## src/rtl/conv_cfg_pkg.sv

```systemverilog
package conv_cfg_pkg;
  localparam int ADDR_W    = 3;
  localparam int NUM_PAIRS = 3;
  localparam int NUM_IN    = 2 * NUM_PAIRS;
  localparam int IDX_W     = $clog2(NUM_IN + 1);

  typedef struct packed {
    logic [ADDR_W-1:0] addr;
    logic              se;
    logic              wide;
  } cfg_t;

  localparam cfg_t CFG_RESET = '{addr: '0, se: 1'b1, wide: 1'b0};
endpackage

```

## src/rtl/conv_cfg_capture.sv

```systemverilog
module conv_cfg_capture
  import conv_cfg_pkg::*;
(
  input  logic clk,
  input  logic rst_n,
  input  logic cs_n,
  input  cfg_t cfg_in,
  output logic fall,
  output cfg_t pend,
  output logic cfg_err
);
  localparam logic [ADDR_W-1:0] ADDR_LIMIT = ADDR_W'(NUM_IN);

  logic cs_q;
  logic addr_ok;

  assign fall    = cs_q & ~cs_n;
  assign addr_ok = cfg_in.addr < ADDR_LIMIT;

  always_ff @(posedge clk) begin
    if (!rst_n) begin
      cs_q    <= 1'b1;
      pend    <= CFG_RESET;
      cfg_err <= 1'b0;
    end else begin
      cs_q <= cs_n;
      if (fall) begin
        cfg_err <= ~addr_ok;
        if (addr_ok) pend <= cfg_in;
      end
    end
  end
endmodule

```

## src/rtl/conv_cfg_stage.sv

```systemverilog
module conv_cfg_stage
  import conv_cfg_pkg::*;
(
  input  logic clk,
  input  logic rst_n,
  input  logic advance,
  input  cfg_t pend,
  output cfg_t active
);
  always_ff @(posedge clk) begin
    if (!rst_n)       active <= CFG_RESET;
    else if (advance) active <= pend;
  end
endmodule

```

## src/rtl/conv_cfg_decode.sv

```systemverilog
module conv_cfg_decode
  import conv_cfg_pkg::*;
#(
  parameter int NUM_CONV = 2
) (
  input  cfg_t                      active,
  output logic [NUM_CONV*IDX_W-1:0] pos_idx,
  output logic [NUM_CONV*IDX_W-1:0] neg_idx,
  output logic                      neg_gnd,
  output logic                      pseudo_diff,
  output logic                      wide_act,
  output logic                      twos_comp
);
  logic [IDX_W-1:0] pair_base;
  logic [IDX_W-1:0] pos_one;
  logic [IDX_W-1:0] neg_one;

  always_comb begin
    pair_base = IDX_W'({active.addr[ADDR_W-1:1], 1'b0});
    if (active.se) begin
      pos_one     = IDX_W'(active.addr) + IDX_W'(1);
      neg_one     = '0;
      neg_gnd     = 1'b1;
      pseudo_diff = 1'b0;
      twos_comp   = active.wide;
    end else begin
      pos_one     = pair_base + IDX_W'(1);
      neg_one     = pair_base + IDX_W'(2);
      neg_gnd     = 1'b0;
      pseudo_diff = active.addr[0];
      twos_comp   = ~active.addr[0];
    end
    wide_act = active.wide;
  end

  for (genvar c = 0; c < NUM_CONV; c++) begin : g_conv
    assign pos_idx[c*IDX_W +: IDX_W] = pos_one;
    assign neg_idx[c*IDX_W +: IDX_W] = neg_one;
  end
endmodule

```

## src/rtl/conv_cfg_latch.sv

```systemverilog
module conv_cfg_latch
  import conv_cfg_pkg::*;
#(
  parameter int NUM_CONV = 2
) (
  input  logic                      clk,
  input  logic                      rst_n,
  input  logic                      cs_n,
  input  logic [ADDR_W-1:0]         addr_in,
  input  logic                      se_in,
  input  logic                      wide_in,
  output logic [NUM_CONV*IDX_W-1:0] pos_idx,
  output logic [NUM_CONV*IDX_W-1:0] neg_idx,
  output logic                      neg_gnd,
  output logic                      pseudo_diff,
  output logic                      wide_act,
  output logic                      twos_comp,
  output logic                      cfg_err
);
  cfg_t cfg_in;
  cfg_t pend;
  cfg_t active;
  logic fall;

  assign cfg_in = '{addr: addr_in, se: se_in, wide: wide_in};

  conv_cfg_capture u_capture (
    .clk(clk), .rst_n(rst_n), .cs_n(cs_n), .cfg_in(cfg_in),
    .fall(fall), .pend(pend), .cfg_err(cfg_err)
  );

  conv_cfg_stage u_stage (
    .clk(clk), .rst_n(rst_n), .advance(fall), .pend(pend), .active(active)
  );

  conv_cfg_decode #(.NUM_CONV(NUM_CONV)) u_decode (
    .active(active), .pos_idx(pos_idx), .neg_idx(neg_idx),
    .neg_gnd(neg_gnd), .pseudo_diff(pseudo_diff),
    .wide_act(wide_act), .twos_comp(twos_comp)
  );
endmodule

```

## config.mk

```make
export PLATFORM = sky130hd
export DESIGN_NAME = conv_cfg_latch
export DESIGN_NICKNAME = d
export VERILOG_FILES = /design/src/rtl/conv_cfg_pkg.sv /design/src/rtl/conv_cfg_capture.sv /design/src/rtl/conv_cfg_stage.sv /design/src/rtl/conv_cfg_decode.sv /design/src/rtl/conv_cfg_latch.sv
export SDC_FILE = /design/constraint.sdc
export NUM_CORES = 1
export LEC_CHECK = 0
export ABC_CLOCK_PERIOD_IN_PS = 1600
export BUFFER_PORTS_ARGS = -buffer_cell sky130_fd_sc_hd__buf_2
export CORE_AREA = 5 5 42 44
export DETAILED_ROUTE_END_ITERATION = 12
export DIE_AREA = 0 0 47 49
export GPL_TIMING_DRIVEN = 0
export PLACE_DENSITY = 0.76
export SLEW_MARGIN = 15
export SYNTH_ARGS = -nofsm -noshare
export SYNTH_HDL_FRONTEND = slang
export SYNTH_SLANG_ARGS = --single-unit
```

## constraint.sdc

```tcl
create_clock -name clk -period 1.6 [get_ports clk]
set_input_delay 0.08 -clock clk [delete_from_list [all_inputs] [get_ports clk]]
set_output_delay 0.08 -clock clk [all_outputs]
set_load 0.02 [all_outputs]
```

# After elaboration in Yosys (flattened, before gate mapping)

Index checks and enable logic that the tools add are counted.

Logic and storage cells: 22
Flip-flop bits (word level): 12
Bits of input ports: 8

Add/sub/neg operators: 3
Multiplexer cells: 5
Reduce and logical (&&, ||, !) cells: 1
Magnitude comparators: 1
Bitwise gates (word level): 4

Operators by type and width:

| kind                  | count |
|---|---|
| $add A3 B1 Y3 const B | 2 |
| $mux W3               | 2 |
| $add A3 B2 Y3 const B | 1 |
| $lt A3 B3 Y1 const B  | 1 |
| $mux W1               | 3 |
| $not A1 Y1            | 3 |
| $reduce_and A2 Y1     | 1 |
| $and A1 B1 Y1         | 1 |

# Depth between registers and ports, before layout

Depth in word-level cells: 3
Mapped depth: 4
Gate-level depth less buffers: 3

# Modules after synthesis

A second synthesis with hierarchy kept.

Cell total of the unflattened synthesis: 65
Area, all modules: 611.8 µm²

By module, submodules not included:

| module           | cells an instance | instances | area an instance (µm²) | sequential area each (µm²) |
|---|---|---|---|---|
| conv_cfg_capture | 28                | 1         | 279.0                  | 140.1 |
| conv_cfg_stage   | 16                | 1         | 190.2                  | 100.1 |
| conv_cfg_decode  | 21                | 1         | 142.6                  | 0.0 |

# Worst setup path after synthesis

OpenSTA, ideal clock, no wires.

Path type: reg-to-output
Start: reg, netlist name u_stage.active[1]
End: out pos_idx[5]
Stages on the path, launching flop included: 5
Slack: 0.174 ns
Data arrival time: 1.346 ns
Data required time: 1.520 ns
Path through: dfxtp_1 buf_2 nand2_1 xnor2_1 buf_4

Word-level cells in the longest chain between the ends: 1

Ends and longest elaborated chain:

| item             | line                  | RTL |
|---|---|---|
| $mux W3          | conv_cfg_decode.sv:20 | `if (active.se) begin` |
| end: declaration | conv_cfg_latch.sv:12  | `output logic [NUM_CONV*IDX_W-1:0] pos_idx,` |

Every way passes these cells.

# Final worst setup path

Start: reg, netlist name u_stage.active[2]
End: out pos_idx[4]

Word-level cells in the longest chain between the ends: 2

Ends and longest elaborated chain:

| item          | line                  | RTL |
|---|---|---|
| $add A3 B1 Y3 | conv_cfg_decode.sv:21 | `pos_one = IDX_W'(active.addr) + IDX_W'(1);` |
| $mux W3       | conv_cfg_decode.sv:20 |  |

Every way passes these cells.

==> summary.txt <==
Route
  – DRT Pass-1 Iters: 4
  – Post-route antenna net violation count: 0
  – Routed WL: about 1100 um
  – Via/cell ratio: between 4 and 5
  – Iter 0 DRT Violations: 6
  – Routed wire per std cell: roughly 9.7 um
  – DR DRC count: 0
  – Via count: 503

CTS
  – CTS Buf Count: 3
  – Later-pin clock latency in the skew report: between 0.2 and 0.3 ns
  – TritonCTS clock tree: built
  – H-tree depth: 1
  – # resized after CTS: 0
  – Hold buffer count at CTS: 0
  – Clock Tree Buf Depth: 2
  – CTS root buffer: clkbuf_4
  – Setup bufs post-CTS: 0
  – Clk pin slew, worst setup/hold paths: 0.07 ns
  – CTS Sinks: 12

Setup path
  – Reg2reg start: u_capture.cs_q
  – Worst setup path endpoint: pos_idx[4]
  – Data required, critical path: about 1.5 ns
  – Cell depth of the worst flop-to-flop path: 3
  – CP startpoint kind: register
  – WP data arrival: between 1 and 1.5 ns
  – Max Fanout on Critical Path: 4
  – Setup crit end kind: output pin
  – Critical Path Source: u_stage.active[2]
  – Setup CP Type: register to output pin
  – R2R setup slack: ~0.68 ns
  – Reg-to-Reg End: u_capture.pend[3]

STA
  – Setup tns final: 0 ns
  – Final Hold Vio Count: 0
  – Final setup vio count: 0
  – WHS: 0.01570 ns
  – Fin Clk Skew: between 0.0015 and 0.002 ns
  – RSZ-0062 raised after global routing: no
  – Max Transition Viols Final: 0
  – Fmax: 654.8 MHz
  – Crit share post-route: between 90% and 100%
  – Min cycle time layout: 1.527 ns

Power and ir drop
  – Peak supply drop: ~430 uV
  – Leak pwr: between 0.3 and 0.4 nW
  – Pwr dens: slightly above 800 nW/um^2

Yosys
  – Register area share after synthesis: between 30 and 40%
  – Compound-Gate Fraction of Synth Area: approximately 15%
  – Synth Area in XOR/XNOR: roughly 2.9%
  – Cells after Synth: 69
  – Synthesized flop and latch total: 12
  – Synth area leaders: dfxtp_1, nand2_1, buf_4, a21boi_1, o221a_1
  – Adder-cell share of the synthesized area: 2.079%
  – Synth Area in Simple Gates: roughly a fifth
  – Area leader, netlist: dfxtp_1
  – Post-synthesis mux area share: between 5 and 6%
  – Syn avg cell area: 8.722 um^2
  – Area of the mapped netlist: 601.8 um^2
  – Main combinational cell family by area after synthesis: simple AND/OR/NAND/NOR gates
  – Yosys cell types: 23
  – Yosys warnings: 0
  – Area share of the largest cell type after synthesis: approximately 40%

Status
  – Status: finished clean

Global routing
  – Largest net degree at the start of global routing: 11
  – Grt total ovfl: 0
  – Vias in the first global route: around 440
  – GRT Util Overall: between 10% and 20%
  – Initial antenna violation count: 0
  – Global-route wire length before repair: 1814 um

Die
  – IO Pins: 25
  – FP Rows: 14
  – Chip height: about 49 um
  – Initial cell density of the core: between 40 and 50%
  – Core box area: about 1400 um^2
  – DIE AREA: 2303 um^2
  – Horiz. Die Dim: 47 um

Placement
  – HPWL after detailed placement: about 890 um
  – PortBufs: 22
  – Routability cong.: approximately 0.70

Finish
  – N_diodes: 0
  – Filler cells: 143
  – # nets final: 106
  – Layout cells sized above 1: approximately 43%
  – Commonest non-fill, non-tap cell in the layout: buf_2
  – Synth-to-layout area growth: 26.20%
  – Most frequent cells in the layout: buf_2, nand2_1, dfxtp_1

Run
  – Max-Cap Viols: 0

Min path
  – HP Class: primary input to register
[stage by stage]
| step | power (W) | utilization (%) | instances | worst slack (ns) | cell area [um^2] |
|---|---|---|---|---|---|
| 2_1_floorplan | 0.0004120 | - | 70 | 0.1740 | 605.6 |
| 3_5_place_dp | 0.0004482 | 52.50 | 108 | 0.3226 | 735.7 |
| 3_3_place_gp | 0.0004458 | 52.50 | 108 | 0.3459 | 735.7 |
| 4_1_cts | 0.0006273 | 54.11 | 111 | 0.02092 | 758.2 |
| 6_report | 0.0006170 | 54.20 | 111 | 0.07275 | 759.5 |
| 5_1_grt | 0.0006608 | 54.20 | 111 | 0.006332 | 759.5 |
[cell type report]
class	instances	area, um^2	share of cell area, %
multi-input cells	46	284.0	37.40
flip-flops and latches	12	241.5	31.80
repair buffers	22	110.1	14.50
plain buffers	10	73.82	9.720
clock buffers	3	22.52	2.965
well taps	16	20.02	2.636
inverters	2	7.507	0.9885
[synthesized netlist by cell type]
| master | count |
|---|---|
| nand2b_4 | 1 |
| a21boi_1 | 5 |
| a21oi_2 | 1 |
| nor2b_1 | 1 |
| o211ai_1 | 2 |
| o221a_1 | 2 |
| dfxtp_1 | 12 |
| inv_1 | 2 |
| mux2_2 | 1 |
| nor2_1 | 3 |
| nand3_1 | 2 |
| buf_2 | 2 |
| ha_1 | 1 |
| and2b_2 | 1 |
| mux2i_1 | 2 |
| nand2b_1 | 1 |
| nor2_2 | 1 |
| nand2_1 | 17 |
| buf_6 | 1 |
| conb_1 | 1 |
| xnor2_1 | 2 |
| buf_4 | 7 |
| a21oi_1 | 1 |
[worst max-delay path: stages (launching register included)]
cell	delay (ns)
dfxtp_1	0.34
ha_1	0.29
mux2_2	0.28
buf_4	0.13
buf_2	0.15
[registers in the layout, summed over array words and instances (netlist names)]
signal / flops
u_capture.cs_q: 1
u_stage.active: 5
u_capture.cfg_err: 1
u_capture.pend: 5
[routing by layer]
metal	vias to the layer above	GRT usage, %	share of wire (%)
met3	0	2.214	15
met5	-	0	0
li1	272	-	-
met1	202	14.48	42
met2	29	15.38	44
met4	0	5.530	0
[power breakdown]
group | switching (W) | leakage (nW) | internal, W | total, W
clock | 0.0000893 | 0.0138 | 0.0000870 | 0.000176
combinational | 0.0000664 | 0.263 | 0.0000525 | 0.000119
sequential | 0.00000833 | 0.0987 | 0.000313 | 0.000322
total | 0.000164 | 0.376 | 0.000453 | 0.000617
[cells by family (layout without fill, tap and decap cells)]
family          Yosys count  after routing
fa+ha+maj                 1              1
simple gates             27             27
compound gates           11             11
flops                    12             12
mux                       3              3
other cells               1              2
xor+xnor                  2              2
buf+inv                  12             37
[worst min-delay path by stage]
stage	start	end	slack [ns]	depth (start not counted)
after floorplan	rst_n	u_capture.cs_q	0.15	1
after global routing	cs_n	u_capture.cs_q	0.03	2
after global placement	cs_n	u_capture.cs_q	0.29	2
final	cs_n	u_capture.cs_q	0.02	2
after CTS	cs_n	u_capture.cs_q	0.01	2
after detailed placement	cs_n	u_capture.cs_q	0.29	2
Note: power is estimated with default switching activity, not from simulation.
